## config.mk

```make
export PLATFORM = sky130hd
export DESIGN_NAME = cyc_timer
export DESIGN_NICKNAME = d
export VERILOG_FILES = /design/src/rtl/cyc_timer_pkg.sv /design/src/rtl/cyc_digit.sv /design/src/rtl/cyc_linear.sv /design/src/rtl/cyc_timer.sv
export SDC_FILE = /design/constraint.sdc
export NUM_CORES = 1
export LEC_CHECK = 0
export BUFFER_PORTS_ARGS = -buffer_cell sky130_fd_sc_hd__buf_2
export CORE_UTILIZATION = 30
export CTS_BUF_LIST = sky130_fd_sc_hd__clkbuf_8
export DETAILED_ROUTE_END_ITERATION = 10
export PLACE_DENSITY = 0.46
export SLEW_MARGIN = 20
export SYNTH_ARGS = -nofsm -noshare
export SYNTH_HDL_FRONTEND = slang
export SYNTH_SLANG_ARGS = --single-unit
```

## constraint.sdc

```tcl
create_clock -name clk -period 15.17 [get_ports clk]
set_input_delay 3.034 -clock clk [delete_from_list [all_inputs] [get_ports clk]]
set_output_delay 3.034 -clock clk [all_outputs]
set_load 0.02 [all_outputs]
```

## src/rtl/cyc_timer_pkg.sv

```systemverilog
package cyc_timer_pkg;

   // Bits needed to hold every tick count the cascade can represent.
   function automatic int lin_width(input int off_mod, input int cnt_mod, input int sec_w);
      longint unsigned span;
      span = longint'(off_mod) * longint'(cnt_mod) * (64'd1 << sec_w);
      return $clog2(span);
   endfunction

endpackage

```

## src/rtl/cyc_digit.sv

```systemverilog
module cyc_digit #(
   parameter int W   = 12,
   parameter int MOD = 3072
) (
   input  logic         clk,
   input  logic         rst,
   input  logic         load,
   input  logic [W-1:0] load_val,
   input  logic         carry_in,
   output logic [W-1:0] value,
   output logic         carry_out
);

   generate
      if (MOD < 2 || MOD > (1 << W)) begin : g_bad_mod
         $error("cyc_digit: MOD must lie in 2 .. 2**W");
      end
   endgenerate

   logic         at_top;
   logic [W-1:0] inc_val;
   logic [W-1:0] load_fit;

   assign at_top    = (value == W'(MOD - 1));
   assign carry_out = carry_in & at_top;

   generate
      if (MOD == (1 << W)) begin : g_pow2
         // Natural binary wrap, every load value is legal.
         assign inc_val  = value + W'(1);
         assign load_fit = load_val;
      end else begin : g_modn
         assign inc_val  = at_top ? '0 : value + W'(1);
         assign load_fit = (load_val >= W'(MOD)) ? '0 : load_val;
      end
   endgenerate

   always_ff @(posedge clk) begin
      if (rst)           value <= '0;
      else if (load)     value <= load_fit;
      else if (carry_in) value <= inc_val;
   end

   AST_DIGIT_BOUND: assert property (@(posedge clk) disable iff (rst)
      ({1'b0, value} < (W+1)'(MOD)));

   AST_DIGIT_WRAP: assert property (@(posedge clk) disable iff (rst)
      (!load && carry_in && at_top) |=> (value == '0));

   AST_DIGIT_STEP: assert property (@(posedge clk) disable iff (rst)
      (!load && carry_in && !at_top) |=> (value == $past(value) + W'(1)));

   AST_DIGIT_HOLD: assert property (@(posedge clk) disable iff (rst)
      (!load && !carry_in) |=> $stable(value));

   AST_DIGIT_LOAD: assert property (@(posedge clk) disable iff (rst)
      (load && ({1'b0, load_val} < (W+1)'(MOD))) |=> (value == $past(load_val)));

   AST_DIGIT_CLAMP: assert property (@(posedge clk) disable iff (rst)
      (load && ({1'b0, load_val} >= (W+1)'(MOD))) |=> (value == '0));

endmodule

```

## src/rtl/cyc_linear.sv

```systemverilog
module cyc_linear #(
   parameter int OFF_W   = 12,
   parameter int CNT_W   = 13,
   parameter int SEC_W   = 7,
   parameter int OFF_MOD = 3072,
   parameter int CNT_MOD = 8000,
   parameter int LIN_W   = 32
) (
   input  logic [OFF_W-1:0] off,
   input  logic [CNT_W-1:0] cnt,
   input  logic [SEC_W-1:0] sec,
   output logic [LIN_W-1:0] total
);

   localparam logic [LIN_W-1:0] CYC_WEIGHT = LIN_W'(OFF_MOD);
   localparam logic [LIN_W-1:0] SEC_WEIGHT = LIN_W'(longint'(OFF_MOD) * longint'(CNT_MOD));

   always_comb begin
      total = LIN_W'(off)
            + LIN_W'(cnt) * CYC_WEIGHT
            + LIN_W'(sec) * SEC_WEIGHT;
   end

endmodule

```

## src/rtl/cyc_timer.sv

```systemverilog
module cyc_timer
   import cyc_timer_pkg::*;
#(
   parameter  int OFF_W   = 12,
   parameter  int CNT_W   = 13,
   parameter  int SEC_W   = 7,
   parameter  int OFF_MOD = 3072,
   parameter  int CNT_MOD = 8000,
   localparam int WORD_W  = OFF_W + CNT_W + SEC_W,
   localparam int LIN_W   = lin_width(OFF_MOD, CNT_MOD, SEC_W)
) (
   input  logic              clk,
   input  logic              rst,
   input  logic              tick_en,
   input  logic              load_en,
   input  logic [WORD_W-1:0] load_word,
   output logic [WORD_W-1:0] time_word,
   output logic [LIN_W-1:0]  tick_total
);

   localparam int CNT_LSB = OFF_W;
   localparam int SEC_LSB = OFF_W + CNT_W;
   localparam int NDIG    = 3;

   localparam int DIG_W   [NDIG] = '{OFF_W, CNT_W, SEC_W};
   localparam int DIG_MOD [NDIG] = '{OFF_MOD, CNT_MOD, 1 << SEC_W};
   localparam int DIG_LSB [NDIG] = '{0, CNT_LSB, SEC_LSB};

   generate
      if (LIN_W > 64) begin : g_bad_width
         $error("cyc_timer: tick range exceeds 64 bits");
      end
   endgenerate

   logic [NDIG:0] carry;
   assign carry[0] = tick_en;

   // One stage per field; each carry is combinational so a wrap ripples
   // through every higher field on the same edge.
   for (genvar d = 0; d < NDIG; d++) begin : g_dig
      logic [DIG_W[d]-1:0] val;
      cyc_digit #(.W(DIG_W[d]), .MOD(DIG_MOD[d])) u_digit (
         .clk      (clk),
         .rst      (rst),
         .load     (load_en),
         .load_val (load_word[DIG_LSB[d] +: DIG_W[d]]),
         .carry_in (carry[d]),
         .value    (val),
         .carry_out(carry[d+1])
      );
      assign time_word[DIG_LSB[d] +: DIG_W[d]] = val;
   end

   cyc_linear #(
      .OFF_W(OFF_W), .CNT_W(CNT_W), .SEC_W(SEC_W),
      .OFF_MOD(OFF_MOD), .CNT_MOD(CNT_MOD), .LIN_W(LIN_W)
   ) u_linear (
      .off  (time_word[OFF_W-1:0]),
      .cnt  (time_word[SEC_LSB-1:CNT_LSB]),
      .sec  (time_word[WORD_W-1:SEC_LSB]),
      .total(tick_total)
   );

   localparam logic [LIN_W-1:0] LIN_MAX =
      LIN_W'(longint'(OFF_MOD) * longint'(CNT_MOD) * (longint'(1) << SEC_W) - 1);

   AST_LIN_STEP: assert property (@(posedge clk) disable iff (rst)
      (!load_en && tick_en && tick_total != LIN_MAX)
      |=> (tick_total == $past(tick_total) + LIN_W'(1)));

   AST_LIN_ROLL: assert property (@(posedge clk) disable iff (rst)
      (!load_en && tick_en && tick_total == LIN_MAX) |=> (time_word == '0));

   AST_SAME_EDGE: assert property (@(posedge clk) disable iff (rst)
      (!load_en && carry[1])
      |=> (time_word[SEC_LSB-1:CNT_LSB] != $past(time_word[SEC_LSB-1:CNT_LSB])));

endmodule

```

==> flow_summary_export.csv, run 1 <==
group,metric,value,unit
clock_tree,worst_skew_pair.late_latency,0.29,ns
power_and_ir_drop,p_per_area,65.3,nW/um2
min_path,hold_start,"g_dig[0].u_digit.value[1]$_SDFFE_PP0P_",
global_route,grt_overflow,0,
synthesis,synthMuxAreaShare,0.424,%
clock_tree,cts_sinks,32,
finish,antenna-diode-count,0,
die,die_w,127,um
setup_path,crit_type,"flip-flop to output port",
timing,tightest_slew,0.825,ns
timing,unrepaired_setup_endpoints_after_global_routing,"false",
clock_tree,postCtsSetupRepairBufs,0,
finish,largestRegisters,"g_dig.u_digit.value x32",
die,coreArea,15300,um2
synthesis,ys_ff_latch,32,
placed_design,finalWeightedCongestion,0.828,
placed_design,dp_hpwl,10600,um
timing,timing.final.setup_violations,0,
synthesis,synth_top_family_by_area,"adder cells",
detailed_routing,antenna_violating_nets_post_route,0,
power_and_ir_drop,worst_ir_drop_vdd,0.0289,mV
synthesis,post-synth-top-area-cell,"sky130_fd_sc_hd__ha_1",
setup_path,cp.required,12.14,ns
timing,timing.clock.skew,0.00595,ns
clock_tree,clk_transition_reported_paths,0.07,ns
timing,min_period,8.61,ns
timing,timing.final.max_slew_violations,0,
placed_design,buffer_ports.inserted,99,
finish,regMostFlops,"g_dig.u_digit.value",
die,io_pins,100,
finish,flip_flop_count_of_the_largest_register_all_copies_and_words_added,32,
run,maxCapViolCount,0,
detailed_routing,average_wire_length_per_cell_after_detail_routing,14.6,um
detailed_routing,drt_first_pass_iters,4,
timing,timing.final.hold_violations,0,
timing,fmax,116,MHz
finish,layout-drive-gt1-share,17.2,%
global_route,grt_start_max_net_pins,41,
global_route,grt.total_usage,16.2,%
clock_tree,cts.root.buffer_cell,"sky130_fd_sc_hd__clkbuf_8",
finish,flow.area_growth_from_synthesis,15.0,%
synthesis,post_synthesis_cell_area,4720,um2
synthesis,synth_top_area_share,16.4,%
detailed_routing,drt_wl_total,13100,um
synthesis,synthXorXnorAreaFrac,9.10,%
clock_tree,tritoncts,"yes",
die,core.rowCount,45,
detailed_routing,avgViaCountPerCell,5.15,
global_route,first_global_vias,4403,
run_status,outcome,"complete, no violations",
finish,final_standard_cell_area_without_fillers,5420,um2
clock_tree,clock_tree.htree_level_count,2,
die,die_height,127,um
synthesis,synth_seq_area_share,13.6,%
setup_path,worstSetupStartpoint,"g_dig[2].u_digit.value[4]$_SDFFE_PP0P_",
global_route,grt_first_pass_wirelength,21700,um
timing,max_slew_margin,44.8,%
clock_tree,number_of_buffers_added_by_the_clock_tree_synthesis_step,5,
synthesis,synthesis.nets,731,
setup_path,rr_startpoint,"g_dig[0].u_digit.value[0]$_SDFFE_PP0P_",
placed_design,placement.cell_area,5330,um2
synthesis,ys_warn_count,0,
setup_path,crit_fanout,8,
setup_path,worstPathArrival,5.58,ns
synthesis,simple_gate_share_of_the_synthesized_area,19.3,%
detailed_routing,initialDrtViolationCount,267,
timing,share_of_the_cycle_needed_by_the_critical_path_after_routing,56.8,%
detailed_routing,drc,0,
synthesis,synth-compound-area-share,24.1,%
synthesis,synth_top_flop_cell,"sky130_fd_sc_hd__dfxtp_1",
global_route,grt_antenna_before_repair,0,
clock_tree,postCtsHoldBufs,0,
synthesis,leading_post_synthesis_cells_by_cell_area,"sky130_fd_sc_hd__ha_1, sky130_fd_sc_hd__dfxtp_1, sky130_fd_sc_hd__fa_1",
synthesis,synth_adder_area_share,25.8,%
die,die_area,16200,um2
synthesis,synth_enable_flop_cells,0,
clock_tree,post_cts.resized_instances,0,
setup_path,critical_path.startpoint_type,"flip-flop",
synthesis,avg_cell_area_syn,7.72,um2
timing,fin_tns_setup,0,ns
finish,final_nets,807,
min_path,class_of_the_worst_hold_path,"flip-flop to flip-flop",
setup_path,end_kind,"output port",
synthesis,asyncSetResetFlopFracSynth,0,%
synthesis,synth_cell_type_count,61,
synthesis,syn-instance-count,611,
power_and_ir_drop,power_leakage,2.59,nW
die,initial_core_util,30.9,%
detailed_routing,detailroute.via_count,4628,
clock_tree,cts_max_path_buffers,2,
stage by stage:
stage / hold WS [ns] / setup WS (ns) / std cells / util [%] / total power [W]
finish: 0.537 / 6.56 / 899 / 35.5 / 0.000354
global route: 0.578 / 6.12 / 899 / 35.5 / 0.000384
CTS: 0.543 / 6.47 / 899 / 35.5 / 0.000360
detailed placement: 0.532 / 6.78 / 891 / 35.0 / 0.000289
global placement: 0.530 / 6.85 / 891 / 35.0 / 0.000289
floorplan: 0.598 / 7.00 / 611 / - / 0.000238
cells in the mapped netlist, types with 9 or more instances:
cell,instances
sky130_fd_sc_hd__dfxtp_1,32
sky130_fd_sc_hd__nor3_1,15
sky130_fd_sc_hd__fa_1,22
sky130_fd_sc_hd__and3_1,12
sky130_fd_sc_hd__a221oi_1,9
sky130_fd_sc_hd__a21o_1,10
sky130_fd_sc_hd__a31oi_1,9
sky130_fd_sc_hd__xor2_1,15
sky130_fd_sc_hd__buf_4,10
sky130_fd_sc_hd__o21ai_1,12
sky130_fd_sc_hd__o21ai_0,28
sky130_fd_sc_hd__nor2_1,67
sky130_fd_sc_hd__clkbuf_1,22
sky130_fd_sc_hd__xnor2_1,34
sky130_fd_sc_hd__a21oi_1,52
sky130_fd_sc_hd__nand2_1,38
sky130_fd_sc_hd__inv_1,55
sky130_fd_sc_hd__ha_1,62
sky130_fd_sc_hd__nand3_1,12
worst max-delay path, cell delays in order, from the launching register on:
cell and delay (ns):
sky130_fd_sc_hd__dfxtp_1 0.41, sky130_fd_sc_hd__fa_1 0.57, sky130_fd_sc_hd__inv_1 0.08, sky130_fd_sc_hd__fa_1 0.53, sky130_fd_sc_hd__inv_1 0.05, sky130_fd_sc_hd__fa_1 0.49
sky130_fd_sc_hd__inv_1 0.05, sky130_fd_sc_hd__fa_1 0.50, sky130_fd_sc_hd__inv_1 0.04, sky130_fd_sc_hd__ha_1 0.37, sky130_fd_sc_hd__a21o_1 0.24, sky130_fd_sc_hd__o21a_1 0.18
sky130_fd_sc_hd__nor2_1 0.11, sky130_fd_sc_hd__xnor2_1 0.08, sky130_fd_sc_hd__ha_1 0.35, sky130_fd_sc_hd__nand2_1 0.07, sky130_fd_sc_hd__o31ai_1 0.30, sky130_fd_sc_hd__and2_1 0.19
sky130_fd_sc_hd__o21ai_1 0.12, sky130_fd_sc_hd__nor3_1 0.25, sky130_fd_sc_hd__xor2_1 0.15, sky130_fd_sc_hd__buf_2 0.18
power breakdown:
group	leakage (nW)	switching [W]	internal (W)
clock network	0.0538	0.0000335	0.0000357
registers	0.263	0.00000850	0.0000887
logic	2.28	0.000115	0.0000734
routing by layer:
metal  vias up  GRT usage, %  part of all wire (%)
met5         -             0                     0
met4         0          2.10                  0.66
met3         8          1.84                   4.4
met2       107          28.6                    48
met1      2192          21.5                    47
li1       2321             -                     -
cells by family (layout without fill, tap and decap cells):
logic type	after synthesis	count (layout)
xor gates and xnor gates	49	49
and+or+nand+nor	183	183
muxes	2	2
AOI/OAI and AO/OA	174	174
DFF	32	32
buffers and inverters	87	164
adders and majority gates	84	84
placed cells by master, fill, tap and decap left out, types with 9 or more instances in the layout:
cell type	Yosys	routed
sky130_fd_sc_hd__a21o_1	10	10
sky130_fd_sc_hd__a21oi_1	52	52
sky130_fd_sc_hd__a221oi_1	9	9
sky130_fd_sc_hd__a31oi_1	9	9
sky130_fd_sc_hd__and3_1	12	12
sky130_fd_sc_hd__buf_2	0	99
sky130_fd_sc_hd__dfxtp_1	32	32
sky130_fd_sc_hd__fa_1	22	22
sky130_fd_sc_hd__ha_1	62	62
sky130_fd_sc_hd__inv_1	55	57
sky130_fd_sc_hd__nand2_1	38	38
sky130_fd_sc_hd__nand3_1	12	12
sky130_fd_sc_hd__nor2_1	67	67
sky130_fd_sc_hd__nor3_1	15	15
sky130_fd_sc_hd__o21ai_0	28	28
sky130_fd_sc_hd__o21ai_1	12	12
sky130_fd_sc_hd__xnor2_1	34	34
sky130_fd_sc_hd__xor2_1	15	15
area by class of cell:
class,count,area (um2)
flip-flops and latches,32,641
clock inverters,2,7.51
clock buffers,6,82.6
inverters,55,206
fillers,1668,9830
repair buffers,101,510
multi-input cells,492,3710
well taps,211,264
worst paths after layout:
check	end	slack [ns]	cells after the start
hold reg to reg	g_dig[0].u_digit.value[1]$_SDFFE_PP0P_	0.54	2
setup / recovery	tick_total[31]	6.56	21
setup reg to reg	g_dig[2].u_digit.value[2]$_SDFFE_PP0P_	12.69	9
hold / removal	g_dig[0].u_digit.value[1]$_SDFFE_PP0P_	0.54	2
(Power assumes the default switching activity.)
==> run 2: changes to the inputs <==
==> constraint.sdc (replaced) <==
create_clock -name clk -period 7.93 [get_ports clk]
set_input_delay 1.586 -clock clk [delete_from_list [all_inputs] [get_ports clk]]
set_output_delay 1.586 -clock clk [all_outputs]
set_load 0.02 [all_outputs]
==> run 2 against run 1 <==
Effect of this change:
- via count shrank 0.84%
- sequential power grew 91%
- clock skew grew 0.0020 ns
- register-to-register slack lost 7.2 ns
- largest cell class unchanged
==> flow_summary_export.csv, run 2 (synthesized netlist as in run 1, its figures left out) <==
group,metric,value,unit
die,io_pins,100,
finish,highest_count_cells_in_the_layout_ignoring_fill_and_taps,"sky130_fd_sc_hd__buf_2, sky130_fd_sc_hd__nor2_1, sky130_fd_sc_hd__ha_1",
detailed_routing,initialDrtViolationCount,229,
min_path,worst_hold_path.endpoint,"g_dig[0].u_digit.value[1]$_SDFFE_PP0P_",
clock_tree,postCtsHoldBufs,0,
finish,antenna-diode-count,0,
min_path,hold_path_depth,2,
setup_path,crit_family,"adder cells",
timing,unrepaired_setup_endpoints_after_global_routing,"false",
clock_tree,postCtsSetupRepairBufs,0,
die,coreArea,15300,um2
die,initial_core_util,30.9,%
finish,final_cell_count_no_fill,899,
setup_path,rr_startpoint,"g_dig[0].u_digit.value[0]$_SDFFE_PP0P_",
global_route,grt_overflow,0,
timing,share_of_the_cycle_needed_by_the_critical_path_after_routing,90.5,%
setup_path,rr_endpoint,"g_dig[2].u_digit.value[2]$_SDFFE_PP0P_",
clock_tree,clock_tree.htree_level_count,2,
min_path,class_of_the_worst_hold_path,"flip-flop to flip-flop",
setup_path,end_kind,"output port",
detailed_routing,drt_wl_total,13100,um
placed_design,buffer_ports.inserted,99,
placed_design,finalWeightedCongestion,0.837,
setup_path,worstPathArrival,5.59,ns
detailed_routing,avgViaCountPerCell,5.10,
setup_path,critPathMaxStageDelay,0.57,ns
timing,max_slew_margin,44.1,%
clock_tree,cts_max_path_buffers,2,
timing,timing.final.setup_violations,0,
die,die_area,16200,um2
detailed_routing,drc,0,
finish,register_area,641,um2
die,core.rowCount,45,
placed_design,dp.cells,891,
clock_tree,number_of_buffers_added_by_the_clock_tree_synthesis_step,5,
setup_path,critical_path.startpoint_type,"flip-flop",
finish,final_standard_cell_area_without_fillers,5420,um2
global_route,grt_first_pass_wirelength,21500,um
setup_path,crit_chain,"fa_1 > inv_1 > fa_1 > inv_1 > fa_1 > inv_1 > fa_1 > inv_1 > ha_1 > a21o_1 > o21a_1 > nor2_1 > xnor2_1 > ha_1 > nand2_1 > o31ai_1 > and2_1 > o21ai_1 > nor3_1 > xor2_1 > buf_2",
clock_tree,worst_skew_pair.late_latency,0.29,ns
timing,fin_tns_setup,0,ns
power_and_ir_drop,p_per_area,125,nW/um2
finish,layout-drive-gt1-share,17.2,%
setup_path,cp.buffers_inverters,5,
clock_tree,cts_sinks,32,
die,die_w,127,um
power_and_ir_drop,totalPowerFinal,0.000676,W
clock_tree,clk_transition_reported_paths,0.07,ns
clock_tree,post_cts.resized_instances,0,
global_route,grt_antenna_before_repair,0,
finish,flip_flop_count_of_the_largest_register_all_copies_and_words_added,32,
placed_design,placement.cell_area,5330,um2
min_path,hold_start,"g_dig[0].u_digit.value[1]$_SDFFE_PP0P_",
timing,timing.clock.skew,0.00797,ns
run_status,outcome,"complete, no violations",
setup_path,cp.required,6.34,ns
timing,fmax,139,MHz
clock_tree,tritoncts,"yes",
global_route,first_global_vias,4408,
die,die_height,127,um
finish,final_common_cell,"sky130_fd_sc_hd__buf_2",
power_and_ir_drop,power_leakage,2.59,nW
global_route,grt_start_max_net_pins,41,
finish,final_nets,807,
detailed_routing,antenna_violating_nets_post_route,0,
power_and_ir_drop,worst_ir_drop_vdd,0.0838,mV
finish,fillCellCount,1666,
finish,regMostFlops,"g_dig.u_digit.value",
run,maxCapViolCount,0,
timing,timing.final.hold_violations,0,
detailed_routing,drt_first_pass_iters,4,
finish,flow.area_growth_from_synthesis,15.0,%
timing,min_period,7.18,ns
setup_path,crit_fanout,8,
setup_path,critPathSlowestCell,"sky130_fd_sc_hd__fa_1",
detailed_routing,detailroute.via_count,4589,
timing,tightest_slew,0.836,ns
finish,multi_input_area,3710,um2
setup_path,crit_type,"flip-flop to output port",
finish,final_core_utilization,35.5,%
placed_design,dp_hpwl,10600,um
detailed_routing,average_wire_length_per_cell_after_detail_routing,14.6,um
finish,largestRegisters,"g_dig.u_digit.value x32",
setup_path,r2r_slack,5.46,ns
global_route,grt.total_usage,16.2,%
setup_path,worst-r2r-cell-count,9,
clock_tree,cts.root.buffer_cell,"sky130_fd_sc_hd__clkbuf_8",
timing,timing.final.max_slew_violations,0,
==> run 2: cell counts in the layout (fill, tap and decap cells not counted) <==
Identical to the previous run, type by type.
==> run 2: per-layer routing <==
metal	track usage, %	up-vias	part of all wire (%)
met1	20.9	2157	47
met3	2.64	6	4.6
met4	2.52	0	0.53
met2	28.6	103	48
met5	0	-	0
li1	-	2323	-
==> run 2: worst reg2reg max path: stages, from the launching register on <==
cell,delay [ns]
sky130_fd_sc_hd__dfxtp_1,0.42
sky130_fd_sc_hd__ha_1,0.24
sky130_fd_sc_hd__and4_1,0.25
sky130_fd_sc_hd__and3_1,0.33
sky130_fd_sc_hd__a31oi_1,0.13
sky130_fd_sc_hd__buf_4,0.22
sky130_fd_sc_hd__nor2_1,0.40
sky130_fd_sc_hd__o21ai_1,0.13
sky130_fd_sc_hd__a21oi_1,0.17
sky130_fd_sc_hd__nor2_1,0.05
==> run 2: stage by stage <==
step | setup WS [ns] | hold slack [ns]
2_1_floorplan | 1.21 | 0.598
3_3_place_gp | 1.06 | 0.530
3_5_place_dp | 0.977 | 0.532
4_1_cts | 0.663 | 0.543
5_1_grt | 0.337 | 0.577
6_report | 0.754 | 0.536
==> run 2: worst max path at each step <==
stage,from,slack [ns],end,cells past startpoint
after floorplan,g_dig[2].u_digit.value[4]$_SDFFE_PP0P_,1.21,tick_total[31],20
after global placement,g_dig[2].u_digit.value[4]$_SDFFE_PP0P_,1.06,tick_total[31],21
after detailed placement,g_dig[2].u_digit.value[5]$_SDFFE_PP0P_,0.98,tick_total[31],21
after CTS,g_dig[2].u_digit.value[4]$_SDFFE_PP0P_,0.66,tick_total[31],21
after global routing,g_dig[2].u_digit.value[4]$_SDFFE_PP0P_,0.34,tick_total[31],21
final,g_dig[2].u_digit.value[4]$_SDFFE_PP0P_,0.75,tick_total[31],21
==> run 2: cell type report <==
type | count | area share, %
flip-flops and latches | 32 | 11.8
multi-input cells | 492 | 68.4
clock inverters | 2 | 0.138
repair buffers | 101 | 9.41
clock buffers | 6 | 1.52
well taps | 211 | 4.87
inverters | 55 | 3.81
==> run 2: where the power goes <==
part	total [W]	internal, W	leakage (nW)	switching (W)
registers	0.000186	0.000170	0.263	0.0000160
logic	0.000360	0.000140	2.28	0.000219
clock network	0.000131	0.0000682	0.0538	0.0000624
total	0.000676	0.000378	2.59	0.000298
